## src/rtl/iw_pkg.sv

```systemverilog
package iw_pkg;
  typedef enum logic [1:0] {
    ACT_HOLD  = 2'd0,
    ACT_START = 2'd1,
    ACT_END   = 2'd2,
    ACT_ABORT = 2'd3
  } win_act_e;
endpackage

```

## src/rtl/iw_tick_counter.sv

```systemverilog
module iw_tick_counter #(
  parameter int unsigned CNT_W = 16
) (
  input  logic             clk_i,
  input  logic             rst_ni,
  input  logic             clr_i,
  input  logic             tick_i,
  output logic [CNT_W-1:0] cnt_o,
  output logic [CNT_W-1:0] nxt_o
);
  localparam logic [CNT_W-1:0] CNT_MAX = {CNT_W{1'b1}};

  logic [CNT_W-1:0] cnt_q;

  // saturating increment; nxt_o is the value including this edge's tick
  always_comb begin
    nxt_o = cnt_q;
    if (tick_i && (cnt_q != CNT_MAX)) nxt_o = cnt_q + 1'b1;
  end

  always_ff @(posedge clk_i or negedge rst_ni) begin
    if (!rst_ni)     cnt_q <= '0;
    else if (clr_i)  cnt_q <= '0;
    else             cnt_q <= nxt_o;
  end

  assign cnt_o = cnt_q;

  AST_NO_WRAP: assert property (@(posedge clk_i) disable iff (!rst_ni)
    (cnt_q == CNT_MAX && !clr_i) |=> (cnt_q == CNT_MAX));

endmodule

```

## src/rtl/iw_window_ctrl.sv

```systemverilog
module iw_window_ctrl
  import iw_pkg::*;
#(
  parameter int unsigned CNT_W   = 16,
  parameter int unsigned INT_LEN = 32768
) (
  input  logic             clk_i,
  input  logic             rst_ni,
  input  logic             ext_mode_i,
  input  logic             cmd_i,
  input  logic             tick_i,
  input  logic [CNT_W-1:0] cnt_i,
  output win_act_e         act_o,
  output logic             active_o
);
  localparam logic [CNT_W-1:0] LAST_CNT = CNT_W'(INT_LEN - 1);

  logic     mode_q;
  logic     active_q;
  logic     mode_chg;
  win_act_e act;

  assign mode_chg = (ext_mode_i != mode_q);

  always_comb begin
    act = ACT_HOLD;
    if (mode_chg) begin
      act = ACT_ABORT;
    end else if (ext_mode_i) begin
      if (cmd_i) act = active_q ? ACT_END : ACT_START;
    end else begin
      if (!active_q)                             act = ACT_START;
      else if (tick_i && (cnt_i == LAST_CNT))    act = ACT_END;
    end
  end

  always_ff @(posedge clk_i or negedge rst_ni) begin
    if (!rst_ni) begin
      mode_q   <= 1'b0;
      active_q <= 1'b0;
    end else begin
      mode_q <= ext_mode_i;
      unique case (act)
        ACT_START: active_q <= 1'b1;
        ACT_ABORT: active_q <= 1'b0;
        ACT_END:   active_q <= !ext_mode_i;  // self-timed restarts at once
        default:   active_q <= active_q;
      endcase
    end
  end

  assign act_o    = act;
  assign active_o = active_q;

  AST_INT_BOUND: assert property (@(posedge clk_i) disable iff (!rst_ni)
    (!mode_q && active_q) |-> (cnt_i < CNT_W'(INT_LEN)));

  AST_INT_STAYS_ACTIVE: assert property (@(posedge clk_i) disable iff (!rst_ni)
    (!ext_mode_i && !mode_q && active_q) |=> active_q);

endmodule

```

## src/rtl/iw_capture.sv

```systemverilog
module iw_capture #(
  parameter int unsigned CNT_W = 16
) (
  input  logic             clk_i,
  input  logic             rst_ni,
  input  logic             en_i,
  input  logic [CNT_W-1:0] val_i,
  output logic [CNT_W-1:0] count_o,
  output logic             done_o
);
  logic [CNT_W-1:0] count_q;
  logic             done_q;

  always_ff @(posedge clk_i or negedge rst_ni) begin
    if (!rst_ni) begin
      count_q <= '0;
      done_q  <= 1'b0;
    end else begin
      done_q <= en_i;
      if (en_i) count_q <= val_i;
    end
  end

  assign count_o = count_q;
  assign done_o  = done_q;

  AST_DONE_PULSE: assert property (@(posedge clk_i) disable iff (!rst_ni)
    done_q |=> !done_q);

  AST_COUNT_HOLD: assert property (@(posedge clk_i) disable iff (!rst_ni)
    !en_i |=> $stable(count_q));

endmodule

```

## src/rtl/integ_window_ctrl.sv

```systemverilog
module integ_window_ctrl
  import iw_pkg::*;
#(
  parameter int unsigned CNT_W   = 16,
  parameter int unsigned INT_LEN = 32768
) (
  input  logic             clk_i,
  input  logic             rst_ni,
  input  logic             tick_i,
  input  logic             ext_mode_i,
  input  logic             cmd_i,
  output logic             integrate_active_o,
  output logic             done_o,
  output logic [CNT_W-1:0] count_o
);
  logic [CNT_W-1:0] cnt;
  logic [CNT_W-1:0] cnt_nxt;
  logic             active;
  logic             clr;
  logic             cap_en;
  win_act_e         act;

  iw_window_ctrl #(.CNT_W(CNT_W), .INT_LEN(INT_LEN)) u_ctrl (
    .clk_i      (clk_i),
    .rst_ni     (rst_ni),
    .ext_mode_i (ext_mode_i),
    .cmd_i      (cmd_i),
    .tick_i     (tick_i),
    .cnt_i      (cnt),
    .act_o      (act),
    .active_o   (active)
  );

  // counter idles at zero outside a window and restarts on every event
  assign clr    = (act != ACT_HOLD) || !active;
  assign cap_en = (act == ACT_END);

  iw_tick_counter #(.CNT_W(CNT_W)) u_cnt (
    .clk_i  (clk_i),
    .rst_ni (rst_ni),
    .clr_i  (clr),
    .tick_i (tick_i),
    .cnt_o  (cnt),
    .nxt_o  (cnt_nxt)
  );

  iw_capture #(.CNT_W(CNT_W)) u_cap (
    .clk_i   (clk_i),
    .rst_ni  (rst_ni),
    .en_i    (cap_en),
    .val_i   (cnt_nxt),
    .count_o (count_o),
    .done_o  (done_o)
  );

  assign integrate_active_o = active;

  AST_DONE_CLOSES_EXT: assert property (@(posedge clk_i) disable iff (!rst_ni)
    (done_o && ext_mode_i) |-> !integrate_active_o);

endmodule

```

## config.mk

```make
export PLATFORM = sky130hd
export DESIGN_NAME = integ_window_ctrl
export DESIGN_NICKNAME = d
export VERILOG_FILES = /design/src/rtl/iw_pkg.sv /design/src/rtl/iw_tick_counter.sv /design/src/rtl/iw_window_ctrl.sv /design/src/rtl/iw_capture.sv /design/src/rtl/integ_window_ctrl.sv
export SDC_FILE = /design/constraint.sdc
export NUM_CORES = 1
export LEC_CHECK = 0
export BUFFER_PORTS_ARGS = -buffer_cell sky130_fd_sc_hd__buf_2
export CAP_MARGIN = 30
export CORE_ASPECT_RATIO = 0.7
export CORE_MARGIN = 2
export CORE_UTILIZATION = 40
export DETAILED_ROUTE_END_ITERATION = 16
export GPL_ROUTABILITY_DRIVEN = 0
export RECOVER_POWER = 25
export SLEW_MARGIN = 10
export SYNTH_ARGS = -nofsm -noshare
export SYNTH_HDL_FRONTEND = slang
export SYNTH_HIERARCHICAL = 1
export SYNTH_SLANG_ARGS = --single-unit
```

## constraint.sdc

```tcl
create_clock -name clk_i -period 1.9 [get_ports clk_i]
set_input_delay 0.095 -clock clk_i [delete_from_list [all_inputs] [get_ports clk_i]]
set_output_delay 0.095 -clock clk_i [all_outputs]
set_load 0.02 [all_outputs]
```

==> results of run 1 <==
repair_timing:
item / in CTS / in global routing
hold endpoints to repair: 35 / 0
buffers inserted: 2 / 2
setup endpoints to repair: 25 / 29
hold buffers: 1 / 0
resized for setup: 3 / 9
pin swaps: 0 / 2
metrics by stage:
stage                     setup TNS, ns  instance area (um2)  std cells
after global placement           -1.627                 2257        266
after detailed placement         -1.889                 2257        266
final                           -0.6536                 2421        279
after floorplan                 -0.8598                 1872        160
after CTS                        -1.813                 2395        277
after global routing             -1.641                 2421        279
cell families after synthesis:
group | share of synthesized area
and+or+nand+nor | 0.2185
DFF | 0.4692
muxes | 0.1367
buffers and inverters | 0.03820
xor gates and xnor gates | 0.03284
AOI/OAI and AO/OA | 0.09787
adders and majority gates | 0.006701
critical path: cells and delay by family, from the launching register on:
kind	cells	cell delay [ns]
buffers and inverters	1	0.16
DFF	1	0.39
AOI/OAI and AO/OA	1	0.12
and+or+nand+nor	3	0.86
muxes	1	0.33
area by class of cell:
class,count,area [um2],area share
tap,55,68.82,0.02842
clock buffer,8,100.1,0.04134
sequential,35,878.3,0.3628
timing repair buffer,62,400.4,0.1654
multi-input combinational,115,958.4,0.3959
inverter,4,15.01,0.006202
report_power, final:
part	leakage, nW	total, mW	switching [mW]	internal, mW
sequential	0.479	0.767	0.00910	0.758
combinational	0.620	0.136	0.0764	0.0595
clock	0.0515	0.594	0.264	0.331
cell usage in the layout (no fill, tap or decap), types with 2 or more instances in the layout:
| master | Yosys | routed |
|---|---|---|
| buf_2 | 0 | 6 |
| or4_4 | 1 | 2 |
| and2_1 | 7 | 7 |
| inv_1 | 4 | 4 |
| mux2_4 | 11 | 15 |
| and4_1 | 4 | 4 |
| xnor2_1 | 6 | 6 |
| dfrtp_2 | 0 | 2 |
| nand4_1 | 6 | 6 |
| o21ai_0 | 5 | 5 |
| nor2_1 | 8 | 8 |
| nand2_1 | 7 | 7 |
| a21oi_1 | 6 | 5 |
| clkbuf_1 | 0 | 18 |
| nand4_2 | 2 | 2 |
| nor3_1 | 8 | 8 |
| nand4b_1 | 2 | 2 |
| nand3_1 | 5 | 5 |
| dfrtp_1 | 35 | 33 |
| buf_4 | 2 | 36 |
| mux2_2 | 8 | 4 |
| clkbuf_8 | 0 | 7 |
final timing paths:
kind,slack (ns),cells after the start,startpoint,end
min in group asynchronous,0.43,2,rst_ni,u_cap/count_o[5]
hold / removal,0.11,2,ext_mode_i,u_ctrl/mode_q
max in group asynchronous,0.91,2,rst_ni,u_ctrl/active_o
hold reg to reg,0.51,1,u_cap/count_o[13],u_cap/count_o[13]
setup / recovery,-0.07,6,u_cnt/cnt_o[1],u_cap/count_o[13]
setup reg to reg,-0.07,6,u_cnt/cnt_o[1],u_cap/count_o[13]
registers in the layout (all words and copies together) (netlist names):
register         cells
u_cap/count_o       16
u_ctrl/active_o      1
u_cnt/cnt_o         16
u_ctrl/mode_q        1
u_cap/done_o         1
layer usage:
layer  up-vias  track usage  part of all wire
li1        723            -                 -
met1       746       0.2599              0.50
met2        27       0.2879              0.44
met3        11      0.04155             0.036
met4         0      0.08390             0.024
met5         -            0                 0
==> results.cfg, run 1 <==
[layout]
area_delta_synth_final_pct = 29.69
diodes = 0
fin_nets = 229
utilization = 0.5497
fillers = 391
drive_above_1_share = 0.3884

[yosys]
synthArstFlopShare = 1.000
seq_area_frac_synth = 0.4692
synth_top_area_frac = 0.4692
synth.avg_cell_area_um2 = 11.67
syn-num-nets = 166
synth_cell_type_count = 48
ys_seq_elements = 35
synth_area_leaders = dfrtp_1 47%, mux2_4 8.8%, mux2_2 4.8%
yosysMostFrequentCell = dfrtp_1
syn_area_um2 = 1867
synthCells = 160
synth-edff-count = 0
synth_area_leader_cell = dfrtp_1
synthFlopType = dfrtp_1
yosys_warnings = 6
synth_commonest_cells = 35 x dfrtp_1, 11 x mux2_4, 8 x mux2_2, 8 x nor2_1, 8 x nor3_1

[clocking]
clock_sinks = 35
clk_pin_slew_ns = 0.07
cts_tree = yes
clockBufferDepth = 2
numCtsBuffers = 5
cts_root_buf = clkbuf_8
htree_num_levels = 2
insertion_delay_ns = 0.29

[setup_path]
endpoint_kind = flip-flop
path_max_fanout = 4
cpMaxStageDelayCell = or4_4
worstSetupPathType = flip-flop to flip-flop
cp.required_ns = 2.07
cp_cell_sequence = nand4_1 > or4_4 > o22ai_2 > nor2b_4 > buf_4 > mux2_2
cp-start-kind = flip-flop
slowest_delay_ns = 0.54
arrival_ns = 2.14

[floorplanning]
core_um2 = 4404
dieArea_um2 = 5238
pin_count = 23
die_y_um = 61.16
row_count = 20
die_width_um = 85.65
start_util = 0.4239

[global_route]
first_global_vias = 1489
gr-total-overflow = 0
grt_max_degree = 36
grt_pass1_wl_um = 7348
grtUsageTotal = 0.1878
antenna_found_initial = 0

[detailed_routing]
num_vias = 1507
via_per_inst = 5.401
drc = 0
ant_nets = 0
drtIter0Drc = 72
wire_per_inst_um = 16.00
routed_wl_um = 4465
firstDrtPassIters = 4

[pwr]
p_leak_nw = 1.151
totalPowerFinal_mw = 1.497
cellPowerDensity_nw_per_um2 = 618.3
ir_drop_v = 0.0003335

[sta]
period_minus_slack_ns = 1.967
setup_viol = 16
holdWs_ns = 0.1065
skew_ns = 0.007479
tightest_slew_ns = 0.8027
worst_slack_ns = -0.06714
max_freq_mhz = 508.4
slew_viol_final = 0
hold_viol_final = 0
relSlewSlack = 0.4648
rsz0062_at_grt = yes
fin_crit_sh = 1.035

[placement]
place_ws_ns = -0.1330
portBuffers = 22
hpwl_um = 3254

[status]
violations = setup timing
outcome = finished with violations

[job]
cap_violations = 0

[min_path]
hold_path.class = input port to flip-flop
Note: power is estimated with default switching activity, not from simulation.
==> inputs of run 2 (changes only) <==
--- a/config.mk
+++ b/config.mk
@@ -6,10 +6,11 @@
 export NUM_CORES = 1
 export LEC_CHECK = 0
 export BUFFER_PORTS_ARGS = -buffer_cell sky130_fd_sc_hd__buf_2
-export CAP_MARGIN = 30
+export CAP_MARGIN = 20
 export CORE_ASPECT_RATIO = 0.7
-export CORE_MARGIN = 2
+export CORE_MARGIN = 10
 export CORE_UTILIZATION = 40
+export CTS_BUF_LIST = sky130_fd_sc_hd__clkbuf_8
 export DETAILED_ROUTE_END_ITERATION = 16
 export GPL_ROUTABILITY_DRIVEN = 0
 export RECOVER_POWER = 25
==> run 2 against run 1 <==
The flow still finishes with violations (setup timing). Sequential power is essentially flat. Register-to-register slack got worse by 0.05 ns. Global-route usage decreased by 5.8 points. Critical path type unchanged. Critical endpoint is now u_cap/count_o[1]. Largest power group unchanged.
==> results.cfg, run 2 (synthesized netlist as in run 1, its figures left out) <==
[setup_path]
endpoint_kind = flip-flop
path_buf_inv = 1
slowest_delay_ns = 0.55
critical-path-top-delay-family = simple AND/OR/NAND/NOR gates
cp-start-kind = flip-flop
cpMaxStageDelayCell = or4_4
cp_cell_sequence = nand4_1 > or4_4 > o22ai_2 > nor2b_4 > buf_8 > mux2_4
cp.required_ns = 2.07
worstSetupPathType = flip-flop to flip-flop
arrival_ns = 2.18
path_max_fanout = 8

[layout]
mostFrequentLayoutCells = 32 x dfrtp_1, 31 x buf_4, 16 x mux2_4
diodes = 0
area_delta_synth_final_pct = 31.90
fin_nets = 226
fillers = 387
instances_no_fill = 276
drive_above_1_share = 0.4389
multiInputGateArea_um2 = 1010
seq_area_um2 = 879.6
layout_commonest_cell = dfrtp_1
utilization = 0.5559

[pwr]
totalPowerFinal_mw = 1.502
ir_drop_v = 0.0004034
cellPowerDensity_nw_per_um2 = 609.8
p_leak_nw = 1.142

[detailed_routing]
via_per_inst = 5.594
num_vias = 1544
routed_wl_um = 4954
drtIter0Drc = 79
firstDrtPassIters = 4
drc = 0
wire_per_inst_um = 17.95
ant_nets = 0

[floorplanning]
core_um2 = 4429
row_count = 20
pin_count = 23
die_y_um = 77.16
dieArea_um2 = 7843
die_width_um = 101.7
start_util = 0.4215

[sta]
slew_viol_final = 0
period_minus_slack_ns = 2.015
worst_slack_ns = -0.1153
skew_ns = 0.006506
tightest_slew_ns = 0.7848
relSlewSlack = 0.4768
max_freq_mhz = 496.2
fin_crit_sh = 1.061
rsz0062_at_grt = yes
hold_viol_final = 0
setup_viol = 18

[global_route]
antenna_found_initial = 0
gr-total-overflow = 0
grtUsageTotal = 0.1295
first_global_vias = 1627
grt_max_degree = 36
grt_pass1_wl_um = 8169

[status]
outcome = finished with violations
violations = setup timing

[clocking]
numCtsBuffers = 5
clock_sinks = 35
cts_tree = yes
clockBufferDepth = 2
cts_root_buf = clkbuf_8
clk_pin_slew_ns = 0.07
insertion_delay_ns = 0.28
htree_num_levels = 2

[min_path]
hold_path.class = input port to flip-flop

[placement]
hpwl_um = 3605
dpl.cell_count = 263
portBuffers = 22

[job]
cap_violations = 0
run 2: changes by cell type in the layout (fill, tap and decap cells not counted), moves of 2 or more:
cell and change:
clkinvlp_4 +2, buf_4 -5, clkbuf_1 -4, buf_2 +3
run 2: final timing paths:
path / start / to / slack [ns] / depth (start not counted)
min: ext_mode_i / u_ctrl/mode_q / 0.13 / 2
max reg2reg: u_cnt/cnt_o[5] / u_cap/count_o[1] / -0.12 / 6
min in group asynchronous: rst_ni / u_cap/count_o[7] / 0.43 / 2
max in group asynchronous: rst_ni / u_ctrl/active_o / 0.93 / 2
max: u_cnt/cnt_o[5] / u_cap/count_o[1] / -0.12 / 6
min reg2reg: u_cap/count_o[2] / u_cap/count_o[2] / 0.51 / 1
run 2: area by class of cell:
cell class	instances	share of cell area
Multi-Input combinational cell	115	0.4101
Sequential cell	35	0.3572
Timing Repair Buffer	58	0.1535
Clock buffer	7	0.03913
Tap cell	55	0.02795
Inverter	4	0.007622
Timing Repair inverter	1	0.003049
Clock inverter	1	0.001524
run 2: timing repair:
item                                   4_1_cts  5_1_grt
buffers inserted                             0        3
hold buffers                                 1        0
cloned                                       0        1
setup endpoints to repair                   25       27
gates resized for setup                     16       10
pin swaps                                    3        2
endpoints found under the hold margin       35        0
run 2: per-stage QoR:
step	hold WS (ns)	area, um2	setup slack, ns	setup TNS (ns)
after detailed placement	0.2237	2235	-0.1056	-1.732
after global placement	0.2117	2235	-0.1127	-1.512
after global routing	0.1462	2462	-0.2211	-4.053
after CTS	0.06877	2420	-0.05444	-0.5014
final	0.1345	2462	-0.1153	-1.674
after floorplan	-0.2006	1872	-0.08598	-0.8598
run 2: power breakdown:
group	switching (mW)	internal [mW]
sequential	0.00971	0.758
clock	0.264	0.326
combinational	0.0810	0.0639
total	0.355	1.15
run 2: metal layers:
| metal | track usage | wire length (um) | vias up |
|---|---|---|---|
| li1 | - | - | 712 |
| met1 | 0.1712 | 2333 | 791 |
| met2 | 0.1938 | 2336 | 35 |
| met3 | 0.03939 | 230 | 6 |
| met4 | 0.04416 | 53 | 0 |
| met5 | 0 | 0 | - |
